[config.mk]
export PLATFORM = sky130hd
export DESIGN_NAME = hfadc_seq
export DESIGN_NICKNAME = d
export VERILOG_FILES = /design/src/rtl/hfadc_pkg.sv /design/src/rtl/hfadc_sync.sv /design/src/rtl/hfadc_timer.sv /design/src/rtl/hfadc_seq.sv
export SDC_FILE = /design/constraint.sdc
export NUM_CORES = 1
export LEC_CHECK = 0
export BUFFER_PORTS_ARGS = -buffer_cell sky130_fd_sc_hd__clkbuf_2
export CAP_MARGIN = 30
export CORE_MARGIN = 10
export CORE_UTILIZATION = 52
export DETAILED_ROUTE_END_ITERATION = 10
export PLACE_DENSITY = 0.78
export SETUP_SLACK_MARGIN = 0.3
export SLEW_MARGIN = 20
export SYNTH_ARGS = -nofsm -noshare
export SYNTH_HDL_FRONTEND = slang
export SYNTH_SLANG_ARGS = --single-unit
[constraint.sdc]
create_clock -name clk -period 2.09 [get_ports clk]
set_input_delay 0.418 -clock clk [delete_from_list [all_inputs] [get_ports clk]]
set_output_delay 0.418 -clock clk [all_outputs]
set_load 0.01 [all_outputs]
[src/rtl/hfadc_pkg.sv]
package hfadc_pkg;

   typedef enum logic [2:0] {
      ST_IDLE,
      ST_SETUP,
      ST_SAMPLE,
      ST_CONV,
      ST_READ,
      ST_SETTLE,
      ST_RECOVER
   } seq_state_t;

   function automatic int ceil_div(input int num, input int den);
      return (num + den - 1) / den;
   endfunction

   function automatic int max2(input int a, input int b);
      return (a > b) ? a : b;
   endfunction

endpackage

[src/rtl/hfadc_sync.sv]
module hfadc_sync #(
   parameter int STAGES = 2
) (
   input  logic clk,
   input  logic rst_n,
   input  logic d,
   output logic q
);
   if (STAGES < 2) begin : g_bad_stages
      $error("hfadc_sync: STAGES must be at least 2");
   end

   logic [STAGES-1:0] chain;

   always_ff @(posedge clk) begin
      if (!rst_n) chain <= '1;
      else        chain <= {chain[STAGES-2:0], d};
   end

   assign q = chain[STAGES-1];
endmodule

[src/rtl/hfadc_timer.sv]
module hfadc_timer #(
   parameter int W = 8
) (
   input  logic         clk,
   input  logic         rst_n,
   input  logic         load,
   input  logic [W-1:0] load_val,
   output logic         expired
);
   logic [W-1:0] cnt;

   always_ff @(posedge clk) begin
      if (!rst_n)          cnt <= '0;
      else if (load)       cnt <= load_val;
      else if (cnt != '0)  cnt <= cnt - 1'b1;
   end

   assign expired = (cnt == '0);

   // the countdown steps by exactly one while it runs
   a_r10_timer_steps: assert property (@(posedge clk) disable iff (!rst_n)
      (!load && cnt != '0) |=> (cnt == $past(cnt) - 1'b1))
      else $error("timer did not step");
endmodule

[src/rtl/hfadc_seq.sv]
module hfadc_seq
   import hfadc_pkg::*;
#(
   parameter int CLK_NS      = 5,
   parameter int SAMPLE_NS   = 250,
   parameter int SETTLE_NS   = 20,
   parameter int RD_CYC      = 4,
   parameter int TMO_CYC     = 1000,
   parameter int DATA_W      = 10,
   parameter int N_CH        = 4,
   parameter int SYNC_STAGES = 2
) (
   input  logic              clk,
   input  logic              rst_n,
   input  logic              start_i,
   input  logic [1:0]        chan_i,
   input  logic              mode_i,
   output logic              ready_o,
   output logic              cs_n_o,
   output logic              sh_n_o,
   output logic              rd_n_o,
   output logic [1:0]        sel_o,
   input  logic              done_n_i,
   input  logic [DATA_W-1:0] data_i,
   output logic [DATA_W-1:0] data_o,
   output logic [1:0]        chan_o,
   output logic              valid_o,
   output logic              err_o
);
   localparam int SAMPLE_CYC = max2(ceil_div(SAMPLE_NS, CLK_NS), 1);
   localparam int SETTLE_CYC = max2(ceil_div(SETTLE_NS, CLK_NS), 1);
   localparam int MAX_CYC    = max2(max2(SAMPLE_CYC, SETTLE_CYC), max2(RD_CYC, TMO_CYC));
   localparam int TW         = $clog2(MAX_CYC + 1);
   localparam logic [1:0] CH_MASK = (N_CH == 2) ? 2'b01 : 2'b11;

   if (N_CH != 2 && N_CH != 4) begin : g_bad_nch
      $error("hfadc_seq: N_CH must be 2 or 4");
   end
   if (CLK_NS < 1 || RD_CYC < 1 || TMO_CYC < 1) begin : g_bad_time
      $error("hfadc_seq: timing parameters must be positive");
   end
   if (DATA_W < 1) begin : g_bad_width
      $error("hfadc_seq: DATA_W must be positive");
   end

   seq_state_t        st, nxt;
   logic              done_s;
   logic              tmr_ld, tmr_exp;
   logic [TW-1:0]     tmr_val;
   logic              cap, err_req;
   logic [1:0]        chan_q, tag_q;
   logic              mode_q;
   logic [DATA_W-1:0] data_q;
   logic              valid_q, err_q;

   hfadc_sync #(.STAGES(SYNC_STAGES)) u_sync (
      .clk(clk), .rst_n(rst_n), .d(done_n_i), .q(done_s)
   );

   hfadc_timer #(.W(TW)) u_tmr (
      .clk(clk), .rst_n(rst_n), .load(tmr_ld), .load_val(tmr_val), .expired(tmr_exp)
   );

   always_comb begin
      nxt     = st;
      tmr_ld  = 1'b0;
      tmr_val = '0;
      cap     = 1'b0;
      err_req = 1'b0;
      unique case (st)
         ST_IDLE: if (start_i) nxt = ST_SETUP;
         ST_SETUP: begin
            nxt     = ST_SAMPLE;
            tmr_ld  = 1'b1;
            tmr_val = mode_q ? TW'(TMO_CYC - 1) : TW'(SAMPLE_CYC - 1);
         end
         ST_SAMPLE: begin
            if (!mode_q) begin
               if (tmr_exp) begin
                  nxt     = ST_CONV;
                  tmr_ld  = 1'b1;
                  tmr_val = TW'(TMO_CYC - 1);
               end
            end else if (!done_s) begin
               nxt     = ST_SETTLE;
               tmr_ld  = 1'b1;
               tmr_val = TW'(SETTLE_CYC - 1);
            end else if (tmr_exp) begin
               nxt     = ST_IDLE;
               err_req = 1'b1;
            end
         end
         ST_CONV: begin
            if (!done_s) begin
               nxt     = ST_READ;
               tmr_ld  = 1'b1;
               tmr_val = TW'(RD_CYC - 1);
            end else if (tmr_exp) begin
               nxt     = ST_IDLE;
               err_req = 1'b1;
            end
         end
         ST_READ, ST_SETTLE: begin
            if (tmr_exp) begin
               nxt     = ST_RECOVER;
               cap     = 1'b1;
               tmr_ld  = 1'b1;
               tmr_val = TW'(TMO_CYC - 1);
            end
         end
         ST_RECOVER: begin
            if (done_s) begin
               nxt = ST_IDLE;
            end else if (tmr_exp) begin
               nxt     = ST_IDLE;
               err_req = 1'b1;
            end
         end
         default: nxt = ST_IDLE;
      endcase
   end

   always_ff @(posedge clk) begin
      if (!rst_n) begin
         st      <= ST_IDLE;
         chan_q  <= '0;
         mode_q  <= 1'b0;
         tag_q   <= '0;
         data_q  <= '0;
         valid_q <= 1'b0;
         err_q   <= 1'b0;
      end else begin
         st      <= nxt;
         valid_q <= cap;
         err_q   <= err_req;
         if (st == ST_IDLE && start_i) begin
            chan_q <= chan_i & CH_MASK;
            mode_q <= mode_i;
         end
         if (cap) begin
            data_q <= data_i;
            tag_q  <= chan_q;
         end
      end
   end

   assign ready_o = (st == ST_IDLE);
   assign cs_n_o  = (st == ST_IDLE);
   assign sh_n_o  = !(st == ST_SAMPLE || st == ST_SETTLE);
   assign rd_n_o  = !(st == ST_READ || st == ST_SETTLE || (st == ST_SAMPLE && mode_q));
   assign sel_o   = chan_q;
   assign data_o  = data_q;
   assign chan_o  = tag_q;
   assign valid_o = valid_q;
   assign err_o   = err_q;

   // width monitor for the split-mode sample strobe
   logic [TW-1:0] sh_lo_cnt;
   always_ff @(posedge clk) begin
      if (!rst_n || sh_n_o)        sh_lo_cnt <= '0;
      else if (sh_lo_cnt != '1)    sh_lo_cnt <= sh_lo_cnt + 1'b1;
   end

   a_r5_sh_min_width: assert property (@(posedge clk) disable iff (!rst_n)
      (sh_n_o && !$past(sh_n_o) && rd_n_o) |-> (sh_lo_cnt >= TW'(SAMPLE_CYC)))
      else $error("sample strobe too short");

   a_r3_sel_stable: assert property (@(posedge clk) disable iff (!rst_n)
      (!sh_n_o && $past(sh_n_o)) |-> $stable(sel_o))
      else $error("channel lines moved at sample edge");

   a_r4_cs_covers: assert property (@(posedge clk) disable iff (!rst_n)
      (!sh_n_o || !rd_n_o) |-> !cs_n_o)
      else $error("strobe without chip select");

   a_r5_read_after_done: assert property (@(posedge clk) disable iff (!rst_n)
      ($fell(rd_n_o) && sh_n_o) |-> !done_s)
      else $error("read before done");

   a_r8_valid_single: assert property (@(posedge clk) disable iff (!rst_n)
      valid_o |=> !valid_o)
      else $error("valid longer than one cycle");

   a_r2_busy_ignored: assert property (@(posedge clk) disable iff (!rst_n)
      (start_i && !ready_o) |=> $stable(sel_o))
      else $error("request taken while busy");

   a_r9_ready_after_done: assert property (@(posedge clk) disable iff (!rst_n)
      ($rose(ready_o) && !err_o) |-> done_s)
      else $error("idle while done low");

   a_r10_err_release: assert property (@(posedge clk) disable iff (!rst_n)
      err_o |-> (ready_o && sh_n_o && rd_n_o && !valid_o))
      else $error("error without release");
endmodule

; Word level (Yosys, flattened, before mapping)
; Cells that the tools add are included.
; W data, S select, Z words.
[classes]
n_reduce_logical = 13
add_sub_neg = 1
eq_ne = 9
muxes = 25
[op_table]
columns = op, count
row1 = $mux W10, 5
row2 = $pmux W10 S4, 1
row3 = $mux W3, 8
row4 = $pmux W3 S6, 1
row5 = $logic_not A10 Y1, 1
row6 = $reduce_bool A10 Y1, 1
row7 = $sub A10 B1 Y10 const B, 1
row8 = $eq A3 B3 Y1 const B, 3
row9 = $mux W1, 7
row10 = $eq A3 B2 Y1 const B, 2
row11 = $ne A2 B2 Y1 const B, 2
row12 = $pmux W1 S4, 1
row13 = $eq A3 B1 Y1 const B, 1
row14 = $logic_not A3 Y1, 1
row15 = $logic_or A1 B1 Y1, 3
row16 = $ne A3 B3 Y1 const B, 1
row17 = $pmux W1 S3, 1
row18 = $reduce_and A3 Y1, 1
row19 = $logic_and A1 B1 Y1, 2
row20 = $logic_not A1 Y1, 2
row21 = $mux W2, 1
row22 = $reduce_bool A2 Y1, 1
row23 = $reduce_or A2 Y1, 1
[totals]
output_inout_bits = 20
inputBits = 17
ff_bits = 32
word_cells = 57

; Depth between registers and ports, before layout
[depth]
word_depth = 5
ltp_mapped = 8
ltp_nobuf = 7

; Modules after synthesis
; A second synthesis with hierarchy kept.
[unflattened]
hier_cells = 193
area_unflattened_um2 = 1617.8
[modules_own_cells]
columns = module, n_inst, cells_each, seq_area_each_um2, area_per_inst_um2
row1 = hfadc_seq, 1, 124, 400.4, 992.2
row2 = hfadc_timer, 1, 65, 200.2, 573.0
row3 = hfadc_sync, 1, 4, 40.0, 52.6

; Worst setup path before layout
; Ideal clock, no wire load.
[synth_timing]
path_type = reg-to-reg
from = reg u_tmr.cnt[0]
to = reg u_tmr.cnt[1]
path_buffers = 1
setup_ps = 126
stages_incl_launch_ff = 9
period_less_slack_ps = 1810
arrival_ps = 1684
slack_ps = 280
required_time_ps = 1964
path_cell_list = dfxtp_1 -> inv_1 -> ha_1 -> nor4b_2 -> and4_1 -> buf_2 -> a311oi_4 -> o21a_1 -> o22ai_1
[synth_via]
elab_chain_cells = 5
word_cells_on_any_way = 12
classes_between = add/sub (1) / mux (8) / reduce/logical (3)
[synth_lines]
columns = item, line_no
row1 = "start, declared", hfadc_timer.sv:10  ; logic [W-1:0] cnt;
row2 = "start signal, assigned", hfadc_timer.sv:14  ; else if (load) cnt <= load_val;
row3 = "start signal, assigned", hfadc_timer.sv:15  ; else if (cnt != '0) cnt <= cnt - 1'b1;
row4 = "parallel branches: the longest is 5 deep, another holds $sub A10 B1 Y10", n/a
; Parallel ways; which one is timed is not known. The select of a mux whose other input is x is not followed.
; A chain may end at the register's enable or synchronous reset.

; Final worst setup path
[layout_timing]
from = reg st[1]
to = out rd_n_o
[layout_via]
elab_chain_cells = 4
word_cells_on_any_way = 7
classes_between = eq/ne (3) / reduce/logical (4)
[layout_lines]
columns = item, line_no
row1 = "start, declared", hfadc_seq.sv:46  ; seq_state_t st, nxt;
row2 = "start signal, assigned", hfadc_seq.sv:133  ; st <= nxt;
row3 = $eq A3 B3 Y1 / $eq A3 B2 Y1 (equally long branches), hfadc_seq.sv:150  ; assign rd_n_o = !(st == ST_READ || st == ST_SETTLE || (st == ST_SAMPLE && mode_q));
row4 = $logic_or A1 B1 Y1 / $logic_and A1 B1 Y1 (equally long branches), hfadc_seq.sv:150
row5 = $logic_or A1 B1 Y1 *, hfadc_seq.sv:150
row6 = $logic_not A1 Y1 *, hfadc_seq.sv:150
row7 = "end, declared", hfadc_seq.sv:21  ; output logic rd_n_o,
; Every way passes the cells marked *; elsewhere a longest branch is shown, timed or not.

==> run_results.csv <==
group,metric,value,unit
run,drv_cap,0,
routing,drt_iter0_markers,117,
power,ir_worst_vdd,637.0,uV
timing,rsz0062_at_grt,"yes",
clock_tree,path_clk_slew,100,ps
routing,routed_via_density,5.727,
timing,tightest_slew,495.3,ps
hold_path,whs_path_depth,2,
critical_path,arrival,1330,ps
cells_and_area,fin_nets,250,
grt,grt_pass1_vias,1499,
critical_path,r2r_start,"u_tmr.cnt[0]",
timing,fmax,0.5725,GHz
critical_path,r2r-end,"u_tmr.cnt[8]",
timing,slew_violations,0,
cells_and_area,drive_gt1_share,35.62,%
place,place_congestion,0.8434,
floorplanning,io_pins,37,
cells_and_area,mostFrequentLayoutCells,"37 x nand2_1, 36 x clkbuf_2, 26 x dfxtp_1",
timing,fin_setup_tns,0,ps
cells_and_area,areaGrowthSynthToFinish,27.98,%
grt,met2_usage,26.29,%
timing,setup_ws,343.2,ps
critical_path,crit_type,"register to output pin",
timing,setup_viol,0,
logic_synthesis,synth_edf_count,0,
critical_path,end_kind,"output pin",
timing,fin_crit_sh,83.58,%
grt,globalRouteMet3Util,5.388,%
logic_synthesis,synthCells,189,
clock_tree,cts_buffers,5,
grt,grt-busiest-layer,"met2",
critical_path,ff2ff_setup_slack,350,ps
logic_synthesis,synth.distinct_cells,42,
clock_tree,cts-root-buf,"clkbuf_4",
clock_tree,clk_latency,340,ps
logic_synthesis,async_flop_share,0,%
hold_path,whs_endpoint,"u_sync.chain[0]",
routing,vias,1512,
timing,fin_skew,6.070,ps
floorplanning,die_y,75.02,um
logic_synthesis,synth_nets,207,
critical_path,cp_max_fo,10,
clock_tree,cts-htree-levels,2,
logic_synthesis,ys_seq_area_share,40.70,%
hold_path,min_from,"done_n_i",
outcome,status,"completed",
place,dp_slack,64.99,ps
routing,wl,4.271,mm
cells_and_area,layout_commonest_cell,"nand2_1",
cells_and_area,diodes,0,
grt,grt_max_degree,31,
critical_path,rr_worst_depth,7,
critical_path,cp-start-kind,"register",
routing,remaining_drc_errors,0,
floorplanning,start_util,55.64,%
grt,grt_pass1_wl,6.596,mm
floorplanning,die-area,5627,um2
grt,grt_usage,15.04,%
place,portBuffers,36,
clock_tree,clock_sinks,32,
routing,wl_per_cell,16.18,um
grt,grtUsageMet1,15.82,%
place,dp.final_hpwl,2.877,mm
grt,grt_remaining_overflow,0,
timing,period_minus_slack,1747,ps
routing,dr.pass1.iters,4,
clock_tree,cts_tree,"done",
clock_tree,clk_path_buf_depth,2,
hold_path,hold_path_class,"input port to register",
clock_tree,cts_hold_buf,0,
timing,maxSlewHeadroom,66.72,%
timing,hold_viol,0,
floorplanning,rows,19,
cells_and_area,post-route-util,71.21,%
grt,grt_antenna_before_repair,0,
floorplanning,die-width,75.02,um
logic_synthesis,ys_warn_count,0,
power,power,2.612,mW
cells_and_area,fillers,214,
logic_synthesis,syn_area_per_cell,8.328,um2
logic_synthesis,netlist_area,1574,um2
routing,antenna_left,0,
cells_and_area,fin_area,2014,um2
logic_synthesis,synthFlopType,"dfxtp_1",
place,place_area,1770,um2
critical_path,worstPathRequired,1670,ps
power,power.density,1296,nW/um2
logic_synthesis,synth_seq_cells,32,
power,p_leak,0.8236,nW
floorplanning,core_area,2829,um2
-- cells in the mapped netlist, types with 2 or more instances --
library cell | number | share of area (%)
nand2_1 | 37 | 8.8
dfxtp_1 | 32 | 41
a21boi_1 | 14 | 6.7
a21oi_1 | 13 | 4.1
nor2_1 | 9 | 2.1
clkbuf_1 | 8 | 1.9
nor2b_1 | 6 | 2.4
o21ai_0 | 6 | 1.9
nand3_1 | 5 | 1.6
nor3_1 | 5 | 1.6
inv_1 | 4 | 0.95
xnor2_1 | 4 | 2.2
and3_1 | 3 | 1.2
buf_2 | 3 | 0.95
mux2i_1 | 3 | 1.9
nand2b_1 | 3 | 1.2
xor2_1 | 3 | 1.7
and2_1 | 2 | 0.79
and4_1 | 2 | 1.1
buf_4 | 2 | 0.95
o21a_1 | 2 | 0.95
o21ai_1 | 2 | 0.64
o31a_1 | 2 | 1.1
-- layer usage --
layer  up-vias  part of all wire (%)
met5         -                     0
met3        11                   7.3
met2        61                    52
li1        742                     -
met1       698                    39
met4         0                   1.9
-- critical path: stages (launching register included) --
cell and delay [ps]:
dfxtp_4 390, buf_4 160, nand2b_1 100, nor2_2 50
a21oi_1 140, clkbuf_2 140
-- cell families (layout without fill, tap and decap cells) --
kind of cell | Yosys count | count (layout) | synth area share [%]
DFF | 32 | 32 | 40.70
AOI/OAI and AO/OA | 49 | 49 | 21.78
muxes | 3 | 3 | 1.908
xor gates and xnor gates | 7 | 7 | 3.895
buffers and inverters | 17 | 61 | 4.769
and+or+nand+nor | 80 | 80 | 26.15
adders and majority gates | 1 | 1 | 0.7948
-- state kept, by name, indices dropped and copies added (netlist names) --
signal and cells:
valid_o 1, u_sync.chain 2, err_o 1, u_tmr.cnt 10
sel_o 2, st 3, chan_o 2, data_o 10
mode_q 1
-- power by group --
group          switching, mW  leakage, nW  internal [mW]  total, mW
sequential             0.166        0.263          0.715      0.881
clock                  0.228       0.0412          0.249      0.477
combinational          0.650        0.519          0.602       1.25
total                   1.04        0.824           1.57       2.61
-- how the worst max path moves through the flow --
stage,from,to
6_report,st[1],rd_n_o
3_5_place_dp,u_tmr.cnt[0],u_tmr.cnt[1]
4_1_cts,st[2],rd_n_o
5_1_grt,st[1],rd_n_o
3_3_place_gp,u_tmr.cnt[0],u_tmr.cnt[1]
2_1_floorplan,u_tmr.cnt[0],u_tmr.cnt[1]
-- final cells by class --
| type | count | area, um2 | share of cell area, % |
|---|---|---|---|
| inverters | 4 | 15.01 | 0.7453 |
| multi-input cells | 140 | 944.7 | 46.89 |
| clock buffers | 5 | 37.54 | 1.863 |
| clock inverters | 3 | 42.54 | 2.112 |
| flip-flops and latches | 32 | 650.6 | 32.30 |
| well taps | 31 | 38.79 | 1.925 |
| repair buffers | 49 | 285.3 | 14.16 |
-- timing repair --
item                                    4_1_cts  5_1_grt
gates resized for setup                      13       15
endpoints found under the setup margin       18       14
pin swaps                                     4        5
buffers inserted                              4        4
-- stage by stage --
stage	std cells	hold slack [ps]
final	264	247.3
after global routing	264	242.3
after CTS	260	248.6
after detailed placement	248	408.6
after global placement	248	396.7
after floorplan	189	386.3
Note: power is estimated with default switching activity, not from simulation.
